--- src/rtl/hc_cmd_pkg.sv ---
package hc_cmd_pkg;

   localparam int ITC_W        = 8;
   localparam int ITC_LSB      = 16;
   localparam int PARK_EN_BIT  = 11;
   localparam int PARK_CNT_LSB = 8;
   localparam int LRST_BIT     = 7;
   localparam int DOOR_BIT     = 6;
   localparam int ASE_BIT      = 5;

   localparam logic [ITC_W-1:0] ITC_DEFAULT = 8'h08;

   typedef struct packed {
      logic [ITC_W-1:0] itc;
      logic             park_en;
      logic [1:0]       park_cnt;
      logic             ase;
   } ctl_t;

   localparam ctl_t CTL_DEFAULT = '{itc: ITC_DEFAULT, park_en: 1'b0,
                                    park_cnt: 2'b00, ase: 1'b0};

   // A threshold code is legal when it is a single power of two no larger
   // than 2**max_log2.
   function automatic logic itc_code_ok(input logic [ITC_W-1:0] code,
                                        input int max_log2);
      logic ok;
      ok = 1'b0;
      for (int i = 0; i < ITC_W; i++) begin
         if ((i <= max_log2) && (code == ITC_W'(1 << i))) ok = 1'b1;
      end
      return ok;
   endfunction

endpackage

--- src/rtl/hc_lrst_seq.sv ---
module hc_lrst_seq #(
   parameter int LRST_CYCLES = 16,
   parameter bit USE_TIMEOUT = 1'b1
) (
   input  logic clk,
   input  logic rst_n,
   input  logic start,
   input  logic done,
   output logic busy
);

   logic timeout_hit;

   generate
      if (USE_TIMEOUT) begin : g_timeout
         localparam int CW = $clog2(LRST_CYCLES + 1);
         logic [CW-1:0] cnt;

         always_ff @(posedge clk) begin
            if (!rst_n || !busy) begin
               cnt <= '0;
            end else begin
               cnt <= cnt + CW'(1);
            end
         end

         assign timeout_hit = (cnt == CW'(LRST_CYCLES - 1));
      end else begin : g_no_timeout
         assign timeout_hit = 1'b0;
      end
   endgenerate

   always_ff @(posedge clk) begin
      if (!rst_n) begin
         busy <= 1'b0;
      end else if (!busy) begin
         busy <= start;
      end else if (done || timeout_hit) begin
         busy <= 1'b0;
      end
   end

endmodule

--- src/rtl/hc_cmd_fields.sv ---
module hc_cmd_fields
   import hc_cmd_pkg::*;
#(
   parameter int MAX_ITC_LOG2 = 6
) (
   input  logic             clk,
   input  logic             rst_n,
   input  logic             wr,
   input  logic [ITC_W-1:0] wr_itc,
   input  logic             wr_park_en,
   input  logic [1:0]       wr_park_cnt,
   input  logic             wr_lrst,
   input  logic             wr_door,
   input  logic             wr_ase,
   input  logic             lrst_busy,
   input  logic             async_adv,
   output ctl_t             ctl,
   output logic             door,
   output logic             door_evt
);

   logic field_wr;
   logic itc_ok;

   assign field_wr = wr && !wr_lrst && !lrst_busy;
   assign itc_ok   = itc_code_ok(wr_itc, MAX_ITC_LOG2);

   always_ff @(posedge clk) begin
      if (!rst_n || lrst_busy) begin
         ctl <= CTL_DEFAULT;
      end else if (field_wr) begin
         ctl.ase      <= wr_ase;
         ctl.park_en  <= wr_park_en;
         ctl.park_cnt <= wr_park_cnt;
         if (itc_ok) ctl.itc <= wr_itc;
      end
   end

   // Doorbell: write-one sets, advance clears; a ring in the same cycle as
   // an advance survives as a fresh request.
   always_ff @(posedge clk) begin
      if (!rst_n || lrst_busy) begin
         door <= 1'b0;
      end else begin
         door <= (door && !async_adv) || (field_wr && wr_door);
      end
   end

   assign door_evt = door && async_adv && !lrst_busy;

endmodule

--- src/rtl/hc_irq_pacer.sv ---
module hc_irq_pacer
   import hc_cmd_pkg::*;
#(
   parameter int EVT_W        = 3,
   parameter int MAX_ITC_LOG2 = 6
) (
   input  logic             clk,
   input  logic             rst_n,
   input  logic             clear,
   input  logic             tick,
   input  logic [ITC_W-1:0] itc,
   input  logic [EVT_W-1:0] evt,
   input  logic             door_evt,
   output logic             irq
);

   localparam int CNT_W = MAX_ITC_LOG2;

   logic [CNT_W-1:0] cnt;
   logic             pend;
   logic             new_evt;
   logic             boundary;
   logic [ITC_W-1:0] cnt_next;

   assign new_evt  = (|evt) || door_evt;
   assign cnt_next = ITC_W'(cnt) + ITC_W'(1);
   assign boundary = tick && (cnt_next >= itc);

   always_ff @(posedge clk) begin
      if (!rst_n || clear) begin
         cnt  <= '0;
         pend <= 1'b0;
         irq  <= 1'b0;
      end else begin
         irq  <= boundary && pend;
         pend <= (pend && !boundary) || new_evt;
         if (tick) begin
            cnt <= boundary ? '0 : cnt + CNT_W'(1);
         end
      end
   end

endmodule

--- src/rtl/hc_cmd_reg.sv ---
module hc_cmd_reg
   import hc_cmd_pkg::*;
#(
   parameter int EVT_W        = 3,
   parameter int MAX_ITC_LOG2 = 6,
   parameter int LRST_CYCLES  = 16,
   parameter bit USE_TIMEOUT  = 1'b1
) (
   input  logic             clk,
   input  logic             rst_n,
   input  logic             reg_wr,
   input  logic [31:0]      reg_wdata,
   output logic [31:0]      reg_rdata,
   input  logic             uframe_tick,
   input  logic             async_adv,
   input  logic [EVT_W-1:0] evt_pending,
   input  logic             lreset_done,
   output logic             host_irq,
   output logic             async_sched_en,
   output logic             park_en,
   output logic [1:0]       park_cnt
);

   generate
      if (EVT_W < 1) begin : g_bad_evt
         $error("hc_cmd_reg: EVT_W must be at least 1");
      end
      if (MAX_ITC_LOG2 < 3 || MAX_ITC_LOG2 > ITC_W - 1) begin : g_bad_itc
         $error("hc_cmd_reg: MAX_ITC_LOG2 must lie in 3..7");
      end
      if (LRST_CYCLES < 2) begin : g_bad_lrst
         $error("hc_cmd_reg: LRST_CYCLES must be at least 2");
      end
   endgenerate

   ctl_t ctl;
   logic lrst_busy;
   logic lrst_start;
   logic door;
   logic door_evt;
   logic wdata_unused;

   assign wdata_unused = ^{reg_wdata[31:24], reg_wdata[15:12],
                           reg_wdata[10], reg_wdata[4:0]};

   assign lrst_start = reg_wr && reg_wdata[LRST_BIT] && !lrst_busy;

   hc_lrst_seq #(
      .LRST_CYCLES (LRST_CYCLES),
      .USE_TIMEOUT (USE_TIMEOUT)
   ) u_lrst (
      .clk   (clk),
      .rst_n (rst_n),
      .start (lrst_start),
      .done  (lreset_done),
      .busy  (lrst_busy)
   );

   hc_cmd_fields #(
      .MAX_ITC_LOG2 (MAX_ITC_LOG2)
   ) u_fields (
      .clk         (clk),
      .rst_n       (rst_n),
      .wr          (reg_wr),
      .wr_itc      (reg_wdata[ITC_LSB +: ITC_W]),
      .wr_park_en  (reg_wdata[PARK_EN_BIT]),
      .wr_park_cnt (reg_wdata[PARK_CNT_LSB +: 2]),
      .wr_lrst     (reg_wdata[LRST_BIT]),
      .wr_door     (reg_wdata[DOOR_BIT]),
      .wr_ase      (reg_wdata[ASE_BIT]),
      .lrst_busy   (lrst_busy),
      .async_adv   (async_adv),
      .ctl         (ctl),
      .door        (door),
      .door_evt    (door_evt)
   );

   hc_irq_pacer #(
      .EVT_W        (EVT_W),
      .MAX_ITC_LOG2 (MAX_ITC_LOG2)
   ) u_pacer (
      .clk      (clk),
      .rst_n    (rst_n),
      .clear    (lrst_busy),
      .tick     (uframe_tick),
      .itc      (ctl.itc),
      .evt      (evt_pending),
      .door_evt (door_evt),
      .irq      (host_irq)
   );

   always_comb begin
      reg_rdata                          = '0;
      reg_rdata[ITC_LSB +: ITC_W]        = ctl.itc;
      reg_rdata[PARK_EN_BIT]             = ctl.park_en;
      reg_rdata[PARK_CNT_LSB +: 2]       = ctl.park_cnt;
      reg_rdata[LRST_BIT]                = lrst_busy;
      reg_rdata[DOOR_BIT]                = door;
      reg_rdata[ASE_BIT]                 = ctl.ase;
   end

   assign async_sched_en = ctl.ase;
   assign park_en        = ctl.park_en;
   assign park_cnt       = ctl.park_cnt;

endmodule

--- config.mk ---
export PLATFORM = sky130hd
export DESIGN_NAME = hc_cmd_reg
export DESIGN_NICKNAME = d
export VERILOG_FILES = /design/src/rtl/hc_cmd_pkg.sv /design/src/rtl/hc_lrst_seq.sv /design/src/rtl/hc_cmd_fields.sv /design/src/rtl/hc_irq_pacer.sv /design/src/rtl/hc_cmd_reg.sv
export SDC_FILE = /design/constraint.sdc
export NUM_CORES = 1
export LEC_CHECK = 0
export BUFFER_PORTS_ARGS = -buffer_cell sky130_fd_sc_hd__clkbuf_2
export CAP_MARGIN = 15
export CORE_MARGIN = 1.5
export CORE_UTILIZATION = 40
export DETAILED_ROUTE_END_ITERATION = 10
export PLACE_DENSITY = 0.74
export SETUP_SLACK_MARGIN = 0.02
export SKIP_CTS_REPAIR_TIMING = 1
export SLEW_MARGIN = 20
export SYNTH_ARGS = -nofsm -noshare
export SYNTH_HDL_FRONTEND = slang
export SYNTH_SLANG_ARGS = --single-unit
--- constraint.sdc ---
create_clock -name clk -period 2.2 [get_ports clk]
set_clock_uncertainty 0.2 [all_clocks]
set_input_delay 0 -clock clk [delete_from_list [all_inputs] [get_ports clk]]
set_output_delay 0 -clock clk [all_outputs]
set_load 0.005 [all_outputs]
==> metrics.md <==
| Metric | Value |
|---|---|
| Met1 usage | 0.170 |
| Ys async rst share | 0 |
| Fin cells | 289 |
| GRT busiest layer | met2 |
| Largest net degree at the start of global routing | 17 |
| Core Util, Final | 0.556 |
| Synth area leader | dfxtp_1 |
| CP Data Required Time | 2.20 ns |
| Worst setup path category | flop to flop |
| Buffers plus inverters on the worst setup path | 0 |
| Synth top area share | 0.344 |
| CP endpoint kind | flop |
| RSZ-0062 raised after global routing | true |
| Vias in the first global route | 1099 |
| Peak supply drop | 0.364 mV |
| TritonCTS buffer count | 3 |
| # clock sinks | 27 |
| Final GP Congestion | 0.766 |
| Fmax | 428 MHz |
| Vias | 1372 |
| WHS Path Cells | 5 |
| Final Net Count | 293 |
| Worst path max stage delay | 0.39 ns |
| CTS Root Cell | clkbuf_8 |
| GRT Residual Overflow | 0 |
| Height of the die | 65.7 um |
| Synth unique cells | 39 |
| Power per Cell Area | 462 nW/um^2 |
| Final hold vios | 0 |
| Final setup vio count | 7 |
| Post-route ant nets | 0 |
| Commonest cells in the synthesized netlist | dfxtp_1 (27), buf_4 (24), nand2_1 (18) |
| Diode count | 0 |
| Vias/cell | 4.75 |
| First-pass GRT wire length | 4680 um |
| Hold Path Class | input pin to flop |
| Slew @ Worst Pin | 0.723 ns |
| Reg2reg path depth | 9 |
| Total power | 956 uW |
| Syn Inst Count | 182 |
| Met2 Usage GRT | 0.239 |
| Yosys warns | 0 |
| Main area contributors after synthesis | dfxtp_1 (34%), buf_4 (11%), ha_1 (8.0%), nand2_1 (4.3%), nor2_1 (3.8%) |
| Syn Area/Cell | 8.63 sq um |
| Cell Chain, Critical Path | nand3_4 -> nor2_4 -> xor2_2 -> ha_1 -> a21o_1 -> a21oi_2 -> o32ai_4 -> or3b_1 -> a31oi_1 |
| Clock Latency Late Sink | 0.28 ns |
| Tot GR Track Use | 0.141 |
| Initial antenna violation count | 0 |
| Detailed-route DRC error count | 0 |
| DRT iter0 DRCs | 36 |
| Synthesized area | 1570 sq um |
| WL/cell | 11.0 um |
| Core area | 3720 sq um |
| CP top delay family | compound AO/OA/AOI/OAI gates |
| TritonCTS clock tree | done |
| Fin. max-slew vios | 0 |
| Worst-path maximum fanout | 8 |
| Slew HR | 0.518 |
| Sum of negative setup slack | -0.562 ns |
| FP Rows | 22 |
| Worst hold slack | 0.0203 ns |
| DRT Wirelength | 3190 um |
| H-tree levels | 1 |
| Most used DFF post-synth | dfxtp_1 |
| DP HPWL | 2330 um |
| Max Cap Viol | 0 |
| Status | finished, violations left |
| Met3 usage | 0.0360 |
| Longest Clk Path Bufs | 2 |
| CP Launch Type | flop |
| DRT Pass-1 Iters | 4 |
| Tmin final | 2.34 ns |
| Total Die Area | 4310 sq um |
| Initial Util | 0.423 |
| Chip width | 65.7 um |
| Most common cell in the netlist | dfxtp_1 |
| Stages on worst setup path | 9 |
| Clk slew on worst S/H paths | 0.10 ns |
| Final Cycle Share | 1.06 |
| Boundary Pins | 78 |
| Layout cell share with drive strength beyond 1 | 0.286 |
| Failing checks | negative setup slack |
| Leakage | 0.906 nW |
| Register area share after synthesis | 0.344 |
| CP Data Arrival Time | 2.34 ns |
| Synth-to-layout area growth | 31.5% |
| Final worst slack | -0.139 ns |
| Slowest CP cell | dfxtp_4 |
| Port bufs | 41 |
| Yosys reg bits | 27 |
| Post-synth EDFFs | 0 |
| Inst Count DP | 265 |
==> metal layers <==
layer  vias to the layer above  share of wire  wire, um
li1                        697              -         -
met1                       622           0.47      1500
met2                        48           0.46      1480
met3                         5          0.054       172
met4                         0          0.013        42
met5                         -              0         0
==> final timing paths <==
path	slack, ns	from	end
max	-0.14	u_pacer.cnt[2]	u_pacer.cnt[2]
min reg2reg	0.26	u_lrst.g_timeout.cnt[0]	u_lrst.g_timeout.cnt[0]
min	0.02	reg_wdata[23]	u_fields.ctl[11]
max reg2reg	-0.14	u_pacer.cnt[2]	u_pacer.cnt[2]
==> layout make-up <==
type                       count  area, sq um
clock buffer                   3         41.3
clock inverter                 1         7.51
fill                         355         1650
inverter                       9         33.8
multi-input combinational    134          925
sequential                    27          554
tap                           48         60.1
timing repair buffer          67          445
==> power by group <==
part           leakage [nW]  switching (mW)  internal, mW  total [mW]
clock                0.0217           0.169         0.129       0.298
sequential            0.222          0.0116         0.498       0.510
combinational         0.662          0.0699        0.0772       0.147
total                 0.906           0.251         0.705       0.956
==> cells by family after synthesis <==
group                    share of synthesized area
multiplexers                                0.0255
buffers and inverters                        0.149
AND/OR/NAND/NOR                              0.219
other                                      0.00239
XOR/XNOR                                    0.0390
adder cells (fa/ha/maj)                     0.0796
AO/OA/AOI/OAI                                0.142
flip-flops                                   0.344
==> per-stage QoR <==
stage,worst slack (ns),cell area [sq um]
final,-0.139,2070
after global routing,-0.272,2070
after CTS,-0.177,1860
after detailed placement,-0.160,1810
after global placement,-0.0761,1810
after floorplan,0.0307,1700
==> cell usage in the layout, fill, tap and decap left out, types with 2 or more instances in the layout <==
master and n:
clkbuf_2 41, dfxtp_1 22, nand2_1 18, conb_1 18
dlygate4sd3_1 18, nor2_1 15, inv_1 9, ha_1 9
buf_4 8, nand3_1 7, o31ai_1 5, nor2b_1 4
mux2i_1 4, nor4b_1 4, xor2_1 3, xnor2_1 3
a21o_1 3, a21oi_2 3, or3_1 3, nor3_1 3
and3_1 3, a21oi_1 3, clkbuf_8 3, dfxtp_4 3
o21a_1 2, or3b_1 2, and2_1 2, o21ai_0 2
dfxtp_2 2
==> worst min-delay path: stages <==
cell and delay (ns):
clkbuf_2 0.07, nor2_1 0.03, nand2_1 0.11, a21oi_2 0.13, nor2_1 0.12
==> flip-flops by register name, summed over array words and instances (netlist names) <==
register              cells
u_lrst.g_timeout.cnt      5
u_pacer.irq               1
u_pacer.cnt               6
u_lrst.busy               1
u_pacer.pend              1
u_fields.ctl             12
u_fields.door             1
Power figures use the tool's default switching activity.
